## config.mk

```make
export PLATFORM = sky130hd
export DESIGN_NAME = lsq_datapath
export DESIGN_NICKNAME = d
export VERILOG_FILES = /design/src/rtl/lsq_pkg.sv /design/src/rtl/lsq_word_timer.sv /design/src/rtl/lsq_lane.sv /design/src/rtl/lsq_datapath.sv
export SDC_FILE = /design/constraint.sdc
export NUM_CORES = 1
export LEC_CHECK = 0
export ABC_AREA = 0
export CORE_ASPECT_RATIO = 0.5
export CORE_MARGIN = 4
export CORE_UTILIZATION = 40
export CTS_CLUSTER_DIAMETER = 60
export DETAILED_ROUTE_END_ITERATION = 8
export GPL_TIMING_DRIVEN = 0
export PLACE_DENSITY = 0.65
export SYNTH_ARGS = -nofsm -noshare
export SYNTH_HDL_FRONTEND = slang
export SYNTH_SLANG_ARGS = --single-unit
```

## constraint.sdc

```tcl
create_clock -name clk -period 2.05 [get_ports clk]
set_input_delay 0.41 -clock clk [delete_from_list [all_inputs] [get_ports clk]]
set_output_delay 0.41 -clock clk [all_outputs]
set_load 0.005 [all_outputs]
```

## src/rtl/lsq_pkg.sv

```systemverilog
package lsq_pkg;

    // Effective routing of one lane for one word.
    typedef struct packed {
        logic par;   // internal loopback: tx held high, rx fed from own serializer
        logic ser;   // external echo: tx driven by the serial input
    } lb_cfg_t;

    function automatic lb_cfg_t gate_cfg(input logic par_req, input logic ser_req_n,
                                         input logic en_n);
        lb_cfg_t c;
        c.par = par_req & ~en_n;
        c.ser = ~ser_req_n & ~en_n;
        return c;
    endfunction

endpackage

```

## src/rtl/lsq_word_timer.sv

```systemverilog
module lsq_word_timer #(
    parameter int WORD_W = 10
) (
    input  logic clk,
    input  logic rst_n,
    output logic tick_o
);
    localparam int CW = (WORD_W > 2) ? $clog2(WORD_W) : 1;
    localparam logic [CW-1:0] LAST = CW'(WORD_W - 1);

    typedef struct packed {
        logic [CW-1:0] cnt;
    } tmr_t;

    tmr_t tmr_d, tmr_q;

    always_comb begin
        tmr_d  = tmr_q;
        tick_o = (tmr_q.cnt == LAST);
        if (tick_o) begin
            tmr_d.cnt = '0;
        end else begin
            tmr_d.cnt = tmr_q.cnt + 1'b1;
        end
    end

    always_ff @(posedge clk or negedge rst_n) begin
        if (!rst_n) begin
            tmr_q.cnt <= LAST;
        end else begin
            tmr_q <= tmr_d;
        end
    end
endmodule

```

## src/rtl/lsq_lane.sv

```systemverilog
module lsq_lane
    import lsq_pkg::*;
#(
    parameter int WORD_W = 10
) (
    input  logic              clk,
    input  logic              rst_n,
    input  logic              tick_i,
    input  logic              par_lb_i,
    input  logic              ser_lb_n_i,
    input  logic              en_n_i,
    input  logic [WORD_W-1:0] tx_word_i,
    input  logic              rx_serial_i,
    input  logic              sig_low_i,
    output logic              tx_serial_o,
    output logic [WORD_W-1:0] rx_word_o
);
    typedef struct packed {
        lb_cfg_t           cfg;
        logic [WORD_W-1:0] sh;
        logic [WORD_W-1:0] des;
        logic [WORD_W-1:0] rxw;
        logic              sq;
    } lane_t;

    lane_t ln_d, ln_q;

    logic              ser_bit;
    logic              rx_src;
    logic              sq_any;
    logic [WORD_W-1:0] assembled;

    always_comb begin
        ln_d      = ln_q;
        ser_bit   = ln_q.sh[0];
        rx_src    = ln_q.cfg.par ? ser_bit : rx_serial_i;
        assembled = {rx_src, ln_q.des[WORD_W-1:1]};
        sq_any    = ln_q.sq | (sig_low_i & ~ln_q.cfg.par);

        if (ln_q.cfg.par) begin
            tx_serial_o = 1'b1;
        end else if (ln_q.cfg.ser) begin
            tx_serial_o = rx_serial_i;
        end else begin
            tx_serial_o = ser_bit;
        end

        ln_d.des = assembled;
        if (tick_i) begin
            ln_d.sh  = tx_word_i;
            ln_d.cfg = gate_cfg(par_lb_i, ser_lb_n_i, en_n_i);
            ln_d.rxw = sq_any ? '1 : assembled;
            ln_d.sq  = 1'b0;
        end else begin
            ln_d.sh  = {1'b1, ln_q.sh[WORD_W-1:1]};
            ln_d.sq  = sq_any;
        end

        rx_word_o = ln_q.rxw;
    end

    always_ff @(posedge clk or negedge rst_n) begin
        if (!rst_n) begin
            ln_q.cfg <= '0;
            ln_q.sh  <= '1;
            ln_q.des <= '0;
            ln_q.rxw <= '1;
            ln_q.sq  <= 1'b0;
        end else begin
            ln_q <= ln_d;
        end
    end
endmodule

```

## src/rtl/lsq_datapath.sv

```systemverilog
module lsq_datapath #(
    parameter int NUM_CH = 4,
    parameter int WORD_W = 10
) (
    input  logic                     clk,
    input  logic                     rst_n,
    input  logic                     par_lb_i,
    input  logic                     ser_lb_n_i,
    input  logic [NUM_CH-1:0]        lb_en_n_i,
    input  logic [NUM_CH*WORD_W-1:0] tx_word_i,
    input  logic [NUM_CH-1:0]        rx_serial_i,
    input  logic [NUM_CH-1:0]        sig_low_i,
    output logic [NUM_CH-1:0]        tx_serial_o,
    output logic [NUM_CH*WORD_W-1:0] rx_word_o,
    output logic                     word_tick_o
);
    logic tick;

    lsq_word_timer #(.WORD_W(WORD_W)) u_timer (
        .clk    (clk),
        .rst_n  (rst_n),
        .tick_o (tick)
    );

    assign word_tick_o = tick;

    for (genvar c = 0; c < NUM_CH; c++) begin : g_lane
        lsq_lane #(.WORD_W(WORD_W)) u_lane (
            .clk         (clk),
            .rst_n       (rst_n),
            .tick_i      (tick),
            .par_lb_i    (par_lb_i),
            .ser_lb_n_i  (ser_lb_n_i),
            .en_n_i      (lb_en_n_i[c]),
            .tx_word_i   (tx_word_i[c*WORD_W +: WORD_W]),
            .rx_serial_i (rx_serial_i[c]),
            .sig_low_i   (sig_low_i[c]),
            .tx_serial_o (tx_serial_o[c]),
            .rx_word_o   (rx_word_o[c*WORD_W +: WORD_W])
        );
    end
endmodule

```

==> results of run 1 <==
## kinds of logic (layout without fill, tap and decap cells)
group	Yosys count	in the layout	synth area share
compound gates	59	59	0.0918
xor+xnor	1	1	0.00175
buf+inv	71	209	0.0931
flops	132	132	0.681
mux	10	10	0.0213
simple gates	139	139	0.111
## cell usage after synthesis (all sizes together)
cell type  number
nand2         118
dfstp          82
buf            62
dfrtp          50
o22a           36
nor2           12
a21oi           9
inv             7
mux2            5
mux2i           5
o21ai           5
a211o           4
nand2b          4
nand3b          4
o31ai           4
clkbuf          2
a22o            1
nand4bb         1
xnor2           1
## power by group through the flow
| stage | Clock (uW) | Combinational, uW | Sequential [uW] |
|---|---|---|---|
| final | 2870 | 277 | 2730 |
| after global routing | 3090 | 310 | 2740 |
| after CTS | 2950 | 284 | 2730 |
| after detailed placement | 0 | 288 | 2780 |
| after global placement | 0 | 278 | 2770 |
| after floorplan | 0 | 84.7 | 2760 |
## routing by layer
layer / up-vias / global-route usage
met5: - / 0
met3: 10 / 0.0394
met2: 61 / 0.235
met4: 0 / 0.0516
met1: 1567 / 0.193
li1: 1572 / -
## timing repair
action | in CTS | in global routing
hold endpoints to repair | 0 | 0
hold buffers | 0 | 0
cloned | 0 | 0
setup buffers | 4 | 2
gates resized for setup | 9 | 3
endpoints found under the setup margin | 5 | 1
pin swaps | 0 | 1
## layout by cell type (no fill, tap or decap)
cell type / count
a211o_1: 4
a21oi_1: 9
a22o_1: 1
buf_12: 1
buf_16: 1
buf_2: 14
buf_4: 50
buf_6: 3
bufinv_16: 1
clkbuf_1: 2
clkbuf_16: 17
clkbuf_8: 1
clkdlybuf4s15_1: 1
clkdlybuf4s50_1: 94
clkinv_2: 4
clkinv_4: 5
clkinvlp_4: 1
dfrtp_1: 49
dfrtp_2: 1
dfstp_2: 82
dlygate4sd2_1: 4
inv_1: 6
inv_4: 1
inv_6: 3
mux2_2: 5
mux2i_1: 5
nand2_1: 118
nand2b_1: 4
nand3b_1: 4
nand4bb_1: 1
nor2_1: 12
o21ai_0: 5
o22a_1: 36
o31ai_1: 4
xnor2_1: 1
## worst max-delay path, cell delays in order (launching register included)
cell and delay (ns):
dfstp_2 0.53, nand4bb_1 0.12, buf_6 0.15, inv_4 0.06
buf_12 0.09, clkdlybuf4s15_1 0.19
## worst paths after layout
path                            depth (start not counted)                                   endpoint  slack, ns                                     from
worst max register to register                          8      g_lane[3].u_lane.ln_q[32]$_DFFE_PN0N_       0.30               u_timer.tmr_q[3]$_DFF_PN1_
min in group clk                                        0    g_lane[2].u_lane.assembled[0]$_DFF_PN0_       0.37  g_lane[2].u_lane.assembled[1]$_DFF_PN0_
worst min-delay path                                    1  g_lane[3].u_lane.rx_word_o[6]$_DFFE_PN1N_       0.12                                    rst_n
max in group asynchronous                               2                 u_timer.tmr_q[1]$_DFF_PN0_       1.37                                    rst_n
worst min register to register                          0    g_lane[2].u_lane.assembled[0]$_DFF_PN0_       0.37  g_lane[2].u_lane.assembled[1]$_DFF_PN0_
worst max-delay path                                    5                                word_tick_o       0.11               u_timer.tmr_q[3]$_DFF_PN1_
## area by class of cell
type	instances	area [um^2]	share of cell area
flip-flops and latches	132	3410	0.497
multi-input cells	209	1130	0.165
repair buffers	107	1070	0.156
plain buffers	63	450	0.0657
clock buffers	18	439	0.0640
well taps	165	206	0.0301
clock inverters	14	128	0.0186
inverters	7	28.8	0.00420
## metrics by stage
stage	instance area (um^2)	hold WS, ns	setup TNS [ns]
global route	6860	0.138	0
floorplan	5000	0.114	0
global placement	6210	0.356	-449.62
detailed placement	6240	0.361	-0.304
finish	6860	0.117	0
CTS	6840	0.120	0
## sequential cells by signal, indices dropped and copies added, names as in the netlist
register,cells
g_lane.u_lane.assembled,36
g_lane.u_lane.ln_q,52
g_lane.u_lane.rx_word_o,40
u_timer.tmr_q,4
==> results.md, run 1 <==
* Antenna diodes at 0
* Yosys cell types at 22
* Dpl hpwl at 6480 um
* P_leak at 0.00293 uW
* Status: complete, no violations
* Port Buffers at 100
* Synth warnings at 0
* Met1 wire length at 4720 um
* Pwr/cell area at 858 mW/mm^2
* # rows at 28
* Slew HR at 0.661
* Slew @ Worst Pin at 0.508 ns
* Post-route core utilization at 0.571
* Metal2 WL at 4600 um
* Net Sw Frac at 0.224
* Core Region at 0.0120 mm^2
* Hold Violations, Final at 0
* Startpoint types: flip-flop
* Max cap viols at 0
* Synthesized area per cell at 12.1 um^2
* Cells after synthesis at 412
* 1st-pass router iterations at 4
* Worst-skew pair later-pin latency at 0.41 ns
* CTS tree: built
* Starting Density at 0.416
* Max Used Layer: met4
* First-pass GRT wire length at 16800 um
* Routability cong. at 0.779
* Crit path kind: flip-flop to primary output
* CTS H-tree lvls at 4
* Tcrit/Tclk final at 0.948
* Worst setup EP type: primary output
* Fillers at 1016
* Worst Path Arrival at 1.53 ns
* DRC errors left at 0
* RSZ-0062 raised after global routing: no
* VDD IR max at 0.593 mV
* Combinational power share at 0.047
* CTS Sinks at 132
* Routed vias at 3210
* P&R area growth vs syn at 37.2%
* Vias/cell at 4.49
* Hold Crit Class: input port to asynchronous set/reset pin
* Number of global-route vias before repair at 3388
* Die area at 0.0145 mm^2
* GR Util All Layers at 0.146
* Int Power at 4570 uW
* CP required at 1.64 ns
* Largest net degree at the start of global routing at 105
* Root buf cell: clkbuf_16
* Die H at 87.1 um
* Antenna violations before repair at 0
* Register area share after synthesis at 0.681
* Part of the power in registers at 0.465
* Post-route ant nets at 0
* Longest Clk Path Bufs at 2
* Chip Width at 166 um
* WL per Instance at 13.7 um
* Cell accounting for the most synthesized area: dfstp_2
* Metal3 WL at 391 um
* Fmax at 514 MHz
* Synthesized Nets at 468
* Grt total ovfl at 0
* Clock power share at 0.488
* Nets at 593
* Slew Limit Fails at 0
* CTS buffer count at 17
* Share of layout cells above drive strength 1 at 0.345
* Net Switching at 1320 uW
* Io pins at 101
* Area contributors post-synth: dfstp_2 43%, dfrtp_1 25%, nand2_1 8.9%
* Routed WL at 9810 um
* Placed Cells at 678
* Finished Layout Cells at 715
* Minimum clock period after layout at 1.94 ns
* Top-area cell type share of the netlist area at 0.431
* Setup WS pre-CTS at -0.304 ns
* Starting DRT DRC Count at 237
* Clk slew on worst S/H paths at 0.06 ns
* Final worst slack at 0.106 ns
* Overall power at 5880 uW
* Clock skew at 0.0103 ns
* Post-Syn Area at 0.00500 mm^2
* Crit path max fanout at 3
* Register bit total from synthesis at 132
* Final setup viols at 0
Power figures use the tool's default switching activity.
==> run 2, diff against run 1 <==
--- a/config.mk
+++ b/config.mk
@@ -7,12 +7,12 @@
 export LEC_CHECK = 0
 export ABC_AREA = 0
 export CORE_ASPECT_RATIO = 0.5
-export CORE_MARGIN = 4
 export CORE_UTILIZATION = 40
 export CTS_CLUSTER_DIAMETER = 60
 export DETAILED_ROUTE_END_ITERATION = 8
+export DONT_BUFFER_PORTS = 1
 export GPL_TIMING_DRIVEN = 0
-export PLACE_DENSITY = 0.65
+export PLACE_DENSITY = 0.54
 export SYNTH_ARGS = -nofsm -noshare
 export SYNTH_HDL_FRONTEND = slang
 export SYNTH_SLANG_ARGS = --single-unit
==> run 2 against run 1 <==
- the flow now finishes with violations (hold timing)
- via count is 12% lower
- critical endpoint unchanged
- critical path type unchanged
- sequential power about the same
- worst setup slack lost 0.0075 ns
==> results.md, run 2 (synthesized netlist as in run 1, its figures left out) <==
* Status: finished with violations
* Failing checks: hold timing
* RSZ-0062 raised after global routing: no
* CTS buffer count at 17 (unchanged)
* Top reg by flops: g_lane.u_lane.ln_q
* Max reg flops at 52 (unchanged)
* Hold Violations, Final at 132 (+132)
* VDD IR max at 0.496 mV (-16%)
* # rows at 28 (unchanged)
* Core Region at 0.0120 mm^2 (-0.29%)
* Dpl hpwl at 5870 um (-9.3%)
* Die H at 81.1 um (-6.9%)
* Slew HR at 0.691 (+0.0299)
* Antenna diodes at 0 (unchanged)
* Port Buffers at 0 (-100%)
* Largest net degree at the start of global routing at 133 (+27%)
* GR Util All Layers at 0.156 (+0.00989)
* CTS H-tree lvls at 4 (unchanged)
* CTS Sinks at 132 (unchanged)
* Routed WL at 9400 um (-4.2%)
* Reg2reg end: g_lane[2].u_lane.ln_q[32]$_DFFE_PN0N_
* Longest Clk Path Bufs at 2 (unchanged)
* Clock skew at 0.00928 ns (-0.00104 ns)
* Chip Width at 160 um (-3.6%)
* First-pass GRT wire length at 14900 um (-11%)
* DRC errors left at 0 (unchanged)
* Max incr delay on CP at 0.56 ns (+0.03 ns)
* CTS tree: built
* CP required at 1.64 ns (about the same)
* Hold Crit Class: input port to asynchronous set/reset pin
* Max cap viols at 0 (unchanged)
* Antenna violations before repair at 0 (unchanged)
* Grt total ovfl at 0 (unchanged)
* Slew Limit Fails at 0 (unchanged)
* Minimum clock period after layout at 1.95 ns (+0.00747 ns)
* Nets at 490 (-17%)
* Placed cell area at 0.00521 mm^2 (-17%)
* Overall power at 5850 uW (-0.60%)
* Worst Path Arrival at 1.54 ns (about the same)
* Vias/cell at 4.64 (+3.4%)
* WL per Instance at 15.4 um (+12%)
* Design Area, Final at 0.00587 mm^2 (-14%)
* Most frequent cells in the layout: 118 x nand2_1, 82 x dfstp_2, 50 x dfrtp_1
* Starting DRT DRC Count at 190 (-20%)
* Io pins at 101 (unchanged)
* CP max-delay cell: dfstp_2
* Tcrit/Tclk final at 0.952 (+0.00364)
* Die area at 0.0130 mm^2 (-10%)
* Final setup viols at 0 (unchanged)
* Setup TNS at 0 ns (unchanged)
* Post-route ant nets at 0 (unchanged)
* Root buf cell: clkbuf_16
* Crit path cell chain: nand4bb_1, buf_6, inv_2, buf_8, buf_8
* Crit path kind: flip-flop to primary output
* 1st-pass router iterations at 4 (unchanged)
* P_leak at 0.00251 uW (-14%)
* P&R area growth vs syn at 17.5%
* Share of layout cells above drive strength 1 at 0.412 (+0.0662)
* Most used cell, CP: buf_8
* Reg2reg start: u_timer.tmr_q[3]$_DFF_PN1_
* FF-to-FF path depth at 8 (unchanged)
* Pwr/cell area at 996 mW/mm^2 (+16%)
* Routability cong. at 0.731 (-6.2%)
* Fmax at 512 MHz (-0.38%)
* Startpoint types: flip-flop
* Hold WS at -0.290 ns (-0.406 ns)
* Worst-skew pair later-pin latency at 0.41 ns (about the same)
* Slew @ Worst Pin at 0.463 ns (-0.0448 ns)
* Number of global-route vias before repair at 2815 (-17%)
* Starting Density at 0.417 (+0.00122)
* Crit path max fanout at 8 (+5)
* Clk slew on worst S/H paths at 0.06 ns (about the same)
* Post-route core utilization at 0.490 (-0.0805)
* Routed vias at 2840 (-12%)
* R2R setup slack at 0.30 ns (about the same)
* Commonest non-fill, non-tap cell in the layout: nand2_1
* Worst setup EP type: primary output
==> run 2: final cells by class <==
cell class,instances,area (um^2)
plain buffers,64,460
multi-input cells,209,1130
well taps,165,206
repair buffers,3,47.5
fillers,1099,6110
inverters,7,26.3
clock buffers,21,470
clock inverters,11,128
flip-flops and latches,132,3410
==> run 2: how the worst max path moves through the flow <==
| stage | startpoint | end | slack (ns) | cells past startpoint |
|---|---|---|---|---|
| after floorplan | u_timer.tmr_q[0]$_DFF_PN1_ | word_tick_o | 0.48 | 5 |
| after global placement | u_timer.tmr_q[0]$_DFF_PN1_ | word_tick_o | 0.23 | 5 |
| after detailed placement | u_timer.tmr_q[0]$_DFF_PN1_ | word_tick_o | 0.22 | 5 |
| after CTS | u_timer.tmr_q[3]$_DFF_PN1_ | word_tick_o | 0.06 | 5 |
| after global routing | u_timer.tmr_q[3]$_DFF_PN1_ | word_tick_o | 0.02 | 5 |
| final | u_timer.tmr_q[3]$_DFF_PN1_ | word_tick_o | 0.1 | 5 |
==> run 2: power breakdown <==
| group | internal, uW | total (uW) | switching (uW) | leakage (uW) |
|---|---|---|---|---|
| clock | 1890 | 3020 | 1120 | 0.000286 |
| combinational | 53.2 | 99.7 | 46.5 | 0.000786 |
| sequential | 2700 | 2730 | 36.1 | 0.00144 |
==> run 2: critical path, delay by kind of cell, from the launching register on <==
kind | cells | cell delay [ns]
AND/OR/NAND/NOR | 1 | 0.12
buffers and inverters | 4 | 0.45
flip-flops | 1 | 0.56
==> run 2: metrics by stage <==
step / std cells / worst slack, ns
CTS: 612 / 0.0623
detailed placement: 577 / 0.215
floorplan: 412 / 0.484
finish: 612 / 0.0985
global placement: 577 / 0.235
global route: 612 / 0.0177
==> run 2: repair_timing <==
item / 4_1_cts / 5_1_grt
cloned: 1 / 0
endpoints found under the hold margin: 132 / 132
pin swaps: 0 / 0
buffers inserted: 2 / 0
gates resized for setup: 5 / 1
endpoints found under the setup margin: 1 / 1
==> run 2: layer usage <==
| layer | vias up | wire length (um) | part of all wire | GRT usage |
|---|---|---|---|---|
| li1 | 1356 | - | - | - |
| met1 | 1411 | 4640 | 0.49 | 0.212 |
| met2 | 60 | 4190 | 0.45 | 0.228 |
| met3 | 13 | 433 | 0.046 | 0.0465 |
| met4 | 0 | 137 | 0.015 | 0.0771 |
| met5 | - | 0 | 0 | 0 |
==> run 3, diff against run 2 <==
--- a/config.mk
+++ b/config.mk
@@ -6,6 +6,7 @@
 export NUM_CORES = 1
 export LEC_CHECK = 0
 export ABC_AREA = 0
+export CAP_MARGIN = 20
 export CORE_ASPECT_RATIO = 0.5
 export CORE_UTILIZATION = 40
 export CTS_CLUSTER_DIAMETER = 60
==> results of run 3 <==
No change in the layout: final DEF, timing and power equal those of run 2.
